## src/rtl/stc_pkg.sv

```systemverilog
package stc_pkg;

    typedef enum logic [2:0] {
        ST_IDLE,
        ST_CTRL,
        ST_PASS,
        ST_VIDEO,
        ST_PAD,
        ST_DROP
    } stc_state_e;

    localparam logic [3:0] TYPE_VIDEO = 4'h0;
    localparam logic [3:0] TYPE_CTRL  = 4'hF;

endpackage

```

## src/rtl/stc_hdr_decode.sv

```systemverilog
module stc_hdr_decode #(
    parameter int DIM_W        = 16,
    parameter int PIX_PER_BEAT = 2,
    parameter int CNT_W        = 2 * DIM_W
) (
    input  logic [2*DIM_W-1:0] low_bits,
    output logic               is_video,
    output logic               is_ctrl,
    output logic [CNT_W-1:0]   decl_beats
);
    import stc_pkg::*;

    logic [DIM_W-1:0] width_px;
    logic [DIM_W-1:0] height_ln;
    logic [CNT_W-1:0] beats_per_line;

    always_comb begin
        width_px       = low_bits[DIM_W-1:0];
        height_ln      = low_bits[2*DIM_W-1:DIM_W];
        is_video       = (low_bits[3:0] == TYPE_VIDEO);
        is_ctrl        = (low_bits[3:0] == TYPE_CTRL);
        // rounded-up beats per line, then times the line count
        beats_per_line = (CNT_W'(width_px) + CNT_W'(PIX_PER_BEAT - 1)) / CNT_W'(PIX_PER_BEAT);
        decl_beats     = beats_per_line * CNT_W'(height_ln);
    end

endmodule

```

## src/rtl/stc_size_reg.sv

```systemverilog
module stc_size_reg #(
    parameter int CNT_W = 32
) (
    input  logic             clk,
    input  logic             rst_n,
    input  logic             load,
    input  logic [CNT_W-1:0] load_beats,
    input  logic             set_err,
    output logic             have_size,
    output logic [CNT_W-1:0] target,
    output logic             err
);

    always_ff @(posedge clk) begin
        if (!rst_n) begin
            have_size <= 1'b0;
            target    <= '0;
            err       <= 1'b0;
        end else begin
            if (load) begin
                have_size <= 1'b1;
                target    <= load_beats;
            end
            if (set_err) begin
                err <= 1'b1;
            end
        end
    end

    // the error flag never clears outside reset
    assert_err_sticky_R8: assert property (@(posedge clk) disable iff (!rst_n)
        err |=> err);

    // once a size is known it stays known
    assert_size_kept_R2: assert property (@(posedge clk) disable iff (!rst_n)
        have_size |=> have_size);

endmodule

```

## src/rtl/stc_beat_counter.sv

```systemverilog
module stc_beat_counter #(
    parameter int CNT_W = 32
) (
    input  logic             clk,
    input  logic             rst_n,
    input  logic             clear,
    input  logic             inc,
    input  logic [CNT_W-1:0] target,
    output logic [CNT_W-1:0] count,
    output logic             at_last
);

    always_ff @(posedge clk) begin
        if (!rst_n) begin
            count <= '0;
        end else if (clear) begin
            count <= '0;
        end else if (inc) begin
            count <= count + CNT_W'(1);
        end
    end

    always_comb begin
        at_last = ((count + CNT_W'(1)) == target);
    end

endmodule

```

## src/rtl/stc_stream_cleaner.sv

```systemverilog
module stc_stream_cleaner #(
    parameter int SYM_W        = 10,
    parameter int SYM_PER_PIX  = 3,
    parameter int PIX_PER_BEAT = 2,
    parameter int DIM_W        = 16
) (
    input  logic                                      clk,
    input  logic                                      rst_n,
    input  logic                                      in_valid,
    output logic                                      in_ready,
    input  logic [SYM_W*SYM_PER_PIX*PIX_PER_BEAT-1:0] in_data,
    input  logic                                      in_sop,
    input  logic                                      in_eop,
    output logic                                      out_valid,
    input  logic                                      out_ready,
    output logic [SYM_W*SYM_PER_PIX*PIX_PER_BEAT-1:0] out_data,
    output logic                                      out_sop,
    output logic                                      out_eop,
    output logic                                      err_no_ctrl
);
    import stc_pkg::*;

    localparam int BEAT_W = SYM_W * SYM_PER_PIX * PIX_PER_BEAT;
    localparam int CNT_W  = 2 * DIM_W;
    localparam logic [SYM_W-1:0]  MID_SYM = {1'b1, {(SYM_W-1){1'b0}}};
    localparam logic [BEAT_W-1:0] GREY    = {(SYM_PER_PIX*PIX_PER_BEAT){MID_SYM}};

    stc_state_e       state, state_nx;
    logic             is_video, is_ctrl;
    logic [CNT_W-1:0] decl_beats;
    logic             have_size;
    logic [CNT_W-1:0] target;
    logic [CNT_W-1:0] count;
    logic             at_last;
    logic             load, set_err, cnt_clear, cnt_inc;
    logic             in_fire;

    stc_hdr_decode #(
        .DIM_W        (DIM_W),
        .PIX_PER_BEAT (PIX_PER_BEAT),
        .CNT_W        (CNT_W)
    ) u_dec (
        .low_bits   (in_data[2*DIM_W-1:0]),
        .is_video   (is_video),
        .is_ctrl    (is_ctrl),
        .decl_beats (decl_beats)
    );

    stc_size_reg #(
        .CNT_W (CNT_W)
    ) u_size (
        .clk        (clk),
        .rst_n      (rst_n),
        .load       (load),
        .load_beats (decl_beats),
        .set_err    (set_err),
        .have_size  (have_size),
        .target     (target),
        .err        (err_no_ctrl)
    );

    stc_beat_counter #(
        .CNT_W (CNT_W)
    ) u_cnt (
        .clk     (clk),
        .rst_n   (rst_n),
        .clear   (cnt_clear),
        .inc     (cnt_inc),
        .target  (target),
        .count   (count),
        .at_last (at_last)
    );

    // state register
    always_ff @(posedge clk) begin
        if (!rst_n) begin
            state <= ST_IDLE;
        end else begin
            state <= state_nx;
        end
    end

    // outputs and next state
    always_comb begin
        state_nx  = state;
        in_ready  = 1'b0;
        out_valid = 1'b0;
        out_data  = in_data;
        out_sop   = in_sop;
        out_eop   = in_eop;
        load      = 1'b0;
        set_err   = 1'b0;
        cnt_clear = 1'b0;
        cnt_inc   = 1'b0;
        in_fire   = in_valid && out_ready;

        unique case (state)
            ST_IDLE: begin
                in_ready  = out_ready;
                out_valid = in_valid;
                if (in_fire && in_sop) begin
                    if (is_video && have_size) begin
                        cnt_clear = 1'b1;
                        if (target == '0) begin
                            out_eop  = 1'b1;
                            state_nx = in_eop ? ST_IDLE : ST_DROP;
                        end else begin
                            out_eop  = 1'b0;
                            state_nx = in_eop ? ST_PAD : ST_VIDEO;
                        end
                    end else if (is_video) begin
                        set_err  = 1'b1;
                        state_nx = in_eop ? ST_IDLE : ST_PASS;
                    end else if (is_ctrl) begin
                        state_nx = in_eop ? ST_IDLE : ST_CTRL;
                    end else begin
                        state_nx = in_eop ? ST_IDLE : ST_PASS;
                    end
                end else if (in_valid && in_sop && is_video) begin
                    if (have_size && target == '0) begin
                        out_eop = 1'b1;
                    end else if (have_size) begin
                        out_eop = 1'b0;
                    end
                end
            end
            ST_CTRL: begin
                in_ready  = out_ready;
                out_valid = in_valid;
                if (in_fire) begin
                    load     = 1'b1;
                    state_nx = in_eop ? ST_IDLE : ST_PASS;
                end
            end
            ST_PASS: begin
                in_ready  = out_ready;
                out_valid = in_valid;
                if (in_fire && in_eop) begin
                    state_nx = ST_IDLE;
                end
            end
            ST_VIDEO: begin
                in_ready  = out_ready;
                out_valid = in_valid;
                out_eop   = at_last;
                if (in_fire) begin
                    cnt_inc = 1'b1;
                    if (at_last) begin
                        state_nx = in_eop ? ST_IDLE : ST_DROP;
                    end else if (in_eop) begin
                        state_nx = ST_PAD;
                    end
                end
            end
            ST_PAD: begin
                in_ready  = 1'b0;
                out_valid = 1'b1;
                out_data  = GREY;
                out_sop   = 1'b0;
                out_eop   = at_last;
                if (out_ready) begin
                    cnt_inc = 1'b1;
                    if (at_last) begin
                        state_nx = ST_IDLE;
                    end
                end
            end
            ST_DROP: begin
                in_ready  = 1'b1;
                out_valid = 1'b0;
                if (in_valid && in_eop) begin
                    state_nx = ST_IDLE;
                end
            end
            default: begin
                state_nx = ST_IDLE;
            end
        endcase
    end

    // while counting, the count never reaches the declared size
    assert_count_in_range_R4: assert property (@(posedge clk) disable iff (!rst_n)
        (state == ST_VIDEO || state == ST_PAD) |-> (count < target));

    // a refused grey beat is presented again unchanged
    assert_pad_hold_R5: assert property (@(posedge clk) disable iff (!rst_n)
        (state == ST_PAD && !out_ready) |=>
            (out_valid && !in_ready && $stable(out_data) && $stable(out_eop)));

    // accepted final grey beat returns the machine to idle
    assert_pad_close_R4: assert property (@(posedge clk) disable iff (!rst_n)
        (state == ST_PAD && out_ready && out_eop) |=> (state == ST_IDLE));

    // a full count without input end leads to discarding
    assert_trunc_drop_R6: assert property (@(posedge clk) disable iff (!rst_n)
        (state == ST_VIDEO && out_valid && out_ready && out_eop && !in_eop)
            |=> (state == ST_DROP));

    // first cycle after reset shows an idle output
    assert_reset_quiet_R9: assert property (@(posedge clk)
        (!rst_n) |=> (!err_no_ctrl && state == ST_IDLE));

endmodule

```

## config.mk

```make
export PLATFORM = sky130hd
export DESIGN_NAME = stc_stream_cleaner
export DESIGN_NICKNAME = d
export VERILOG_FILES = /design/src/rtl/stc_pkg.sv /design/src/rtl/stc_hdr_decode.sv /design/src/rtl/stc_size_reg.sv /design/src/rtl/stc_beat_counter.sv /design/src/rtl/stc_stream_cleaner.sv
export SDC_FILE = /design/constraint.sdc
export NUM_CORES = 1
export LEC_CHECK = 0
export BUFFER_PORTS_ARGS = -buffer_cell sky130_fd_sc_hd__buf_2
export CAP_MARGIN = 15
export CORE_MARGIN = 2
export CORE_UTILIZATION = 57
export DETAILED_ROUTE_END_ITERATION = 16
export GPL_TIMING_DRIVEN = 0
export PLACE_DENSITY = 0.82
export SYNTH_ARGS = -nofsm -noshare
export SYNTH_HDL_FRONTEND = slang
export SYNTH_HIERARCHICAL = 1
export SYNTH_SLANG_ARGS = --single-unit
```

## constraint.sdc

```tcl
create_clock -name clk -period 6.44 [get_ports clk]
set_input_delay 0.644 -clock clk [delete_from_list [all_inputs] [get_ports clk]]
set_output_delay 0.644 -clock clk [all_outputs]
set_load 0.1 [all_outputs]
```

==> Flow_metrics.wiki <==
{| class="wikitable"
! Metric !! Value
|-
| Run status || complete, but fails checks
|-
| Violations in the final reports || negative setup slack
|-
| Portion of synthesized cell area occupied by the leading cell type || between 20% and 30%
|-
| Flops & latches, synth || 69
|-
| Worst Setup Path Type || primary input to flop
|-
| Post-synthesis area per instance || about 8.5 um^2
|-
| Cell variety after synth || between 70 and 80
|-
| Floorplan die area || roughly 25000 um^2
|-
| Total number of clock tree sinks || between 60 and 70
|-
| Detailed-route DRC error count || 0
|-
| Placed Area || 14800 um^2
|-
| Site row count || 56
|-
| Cell at the root of the clock tree || clkbuf_16
|-
| Drt pass-1 iters || 9
|-
| Number of nets at the end of the flow || 2192
|-
| Via Count || 12880
|-
| Final worst setup slack || -0.8248 ns
|-
| Period Utilization, post-route || 112.8%
|-
| First-pass GRT wire length || approximately 63 mm
|-
| Worst reg2reg startpoint || u_cnt/count[0]
|-
| Initial standard-cell utilization of the core || between 50% and 60%
|-
| Number of flops mapped to enable cells by yosys || 0
|-
| Clock period minus worst slack || 7.265 ns
|-
| Cell accounting for the most synthesized area || fa_1
|-
| Die outline height || roughly 160 um
|-
| Number of buffers added on ports || 130
|-
| FFs w/ async S/R, synth || 0%
|-
| CTS tree || done
|-
| Number of setup violations in the final report || 20
|-
| Setup crit start || in_data[3]
|-
| Kind of end point of the critical path || flop
|-
| Top flip-flop cell by instance count after synthesis || dfxtp_1
|-
| Layout overhead on the synthesized area || 24.70%
|-
| Number of instances in the synthesized netlist || about 1600
|-
| Post-Synthesis Cell Area || about 14000 um^2
|-
| Synth top area cells || fa_1 (29%), dfxtp_1 (10%), ha_1 (10%)
|-
| All-Layer GR Usage || between 30 and 40%
|-
| Final max-slew violation count || 0
|-
| Final ANT Viol Nets || 0
|-
| Critical Path RT || between 6 and 7 ns
|-
| Wire length reported by the detailed router || between 40 and 50 mm
|-
| Horizontal die dimension || between 150 and 200 um
|-
| Worst setup slack for register-to-register paths || roughly 2.3 ns
|-
| Fin area || around 17000 um^2
|-
| CTS Buffer Depth || 2
|-
| Maximum fanout count along the critical path || 10
|-
| Worst Setup Start Kind || primary input
|-
| CTS clk-pin slew, worst paths || roughly 0.060 ns
|-
| Number of levels the H-tree was split into || 3
|-
| Unrepaired setup endpoints after global routing || yes
|-
| Via count of the first global-routing pass || between 10000 and 15000
|-
| Cell depth of the worst flop-to-flop path || 15
|-
| Final Skew || between 0.008 and 0.009 ns
|-
| Worst R2R End || state[0]
|-
| Number of hold-slack violations in the final timing report || 0
|-
| Share of the yosys chip area belonging to registers || 10.22%
|-
| Top Ports || roughly 130
|-
| Vias per cell || between 5 and 6
|-
| Transition time at the pin with the least slew margin || about 0.9 ns
|-
| Slew margin rel. || 38.73%
|-
| Hpwl dp || roughly 30 mm
|-
| Clock insertion delay at the later pin of the skew report || about 0.34 ns
|-
| Pin count of the biggest net entering global routing || 13
|-
| CTS buffer count || 9
|-
| Routed wirelength normalized by instance count || around 21 um
|-
| Starting DRT DRC Count || approximately 1200
|-
| Timing-limited maximum frequency || 137.7 MHz
|-
| CP arrival || ~7.5 ns
|-
| Setup crit end || u_size/target[25]
|-
| Tightest Hold Check Type || flop to flop
|-
| Warnings, synthesis || 6
|-
| Overflow left after global routing || 0
|-
| Startpoint of the most critical hold path || u_size/err
|-
| Placer congestion estimate || around 0.94
|-
| Max-capacitance violation count || 0
|-
| Pre-CTS worst setup slack || -1.500 ns
|-
| Syn Nets || just under 2000
|-
| Core region area || roughly 23000 um^2
|-
| Initial antenna violation count || 1
|-
| Share of cells above drive strength 1 || around a quarter
|}
==> through the flow <==
step | cells | utilization (%) | hold slack (ns) | TNS [ns]
3_5_place_dp | 2044 | 63.23 | 0.4534 | -24.21
5_1_grt | 2148 | 71.99 | 0.5151 | -12.55
2_1_floorplan | 1594 | - | 0.4849 | -0.4213
3_3_place_gp | 2043 | 63.20 | 0.4575 | -20.33
4_1_cts | 2113 | 69.14 | 0.4751 | -4.580
6_report | 2150 | 72.01 | 0.4723 | -10.23
==> critical path: stages <==
cell and delay, ns:
buf_12 0.09, and3_4 0.17, and3_4 0.20, buf_4 0.18
xor2_4 0.30, clkbuf_4 0.32, and2_1 0.19, fa_1 0.49
fa_1 0.74, fa_1 0.53, fa_1 0.48, fa_1 0.55
inv_1 0.07, fa_1 0.52, inv_2 0.06, ha_4 0.30
and3_4 0.20, and3_4 0.17, o211ai_1 0.16, a211o_1 0.37
nor2b_4 0.15, buf_6 0.13, o21ai_4 0.13, xor2_1 0.16
mux2i_1 0.09, nor2b_1 0.12
==> per-layer routing <==
metal / track usage [%] / up-vias / share of wire (%)
met2: 55.01 / 840 / 48
met5: 0 / - / 0
met4: 12.40 / 0 / 5.9
li1: - / 5548 / -
met1: 41.30 / 6226 / 36
met3: 8.295 / 265 / 10
==> what timing repair did <==
item	in CTS	in global routing
cloned	0	1
hold buffers	0	0
endpoints found under the hold margin	0	0
endpoints found under the setup margin	21	20
pin swaps	73	70
buffers inserted	55	37
resized for setup	126	91
==> kinds of logic (layout without fill, tap and decap cells) <==
family,after synthesis,after routing,share of synthesized area [%]
AO/OA/AOI/OAI,148,148,7.296
XOR/XNOR,106,106,7.036
adder cells (fa/ha/maj),302,302,38.74
buffers and inverters,304,539,9.277
flip-flops,69,69,10.22
multiplexers,36,36,2.666
other,0,2,0
AND/OR/NAND/NOR,629,629,24.77
==> synthesized netlist by cell type (all sizes together) (23+ instances only) <==
cell type	count
ha	108
nor2	58
fa	194
a21oi	47
dfxtp	69
inv	230
xnor2	68
mux2i	36
nand4	23
nand3	35
clkbuf	44
nor2b	94
nand2	187
o21ai	29
buf	30
and2	130
xor2	38
==> registers in the layout, summed over array words and instances (netlist names) <==
name / count
u_cnt/count: 32
u_size/target: 32
state: 3
u_size/err: 1
u_size/have_size: 1
==> worst min path at each step <==
stage / end / slack [ns] / cells past startpoint
2_1_floorplan: u_cnt/count[31] / 0.48 / 2
6_report: u_size/err / 0.47 / 1
4_1_cts: u_size/err / 0.48 / 1
5_1_grt: u_size/err / 0.52 / 1
3_5_place_dp: u_size/err / 0.45 / 1
3_3_place_gp: u_size/err / 0.46 / 1
==> final cells by class <==
class,instances,area (um^2)
Antenna cell,2,5.005
Buffer,71,467.9
Clock buffer,10,239.0
Clock inverter,6,86.33
Fill cell,1630,6550
Inverter,230,865.8
Multi-Input combinational cell,1221,11860
Sequential cell,69,1381
Tap cell,319,399.1
Timing Repair Buffer,222,1544
==> cell usage in the layout (no fill, tap or decap), drive strengths merged, types with 47 or more instances in the layout <==
cell type and n:
nor2 58, clkbuf 54, inv 230, dfxtp 69
nand2 187, nor2b 94, a21oi 47, ha 108
buf 249, fa 194, and2 130, xnor2 68
Power is not shown: default switching activity piles up to over one toggle a cycle in this logic, so the estimate is an artifact.
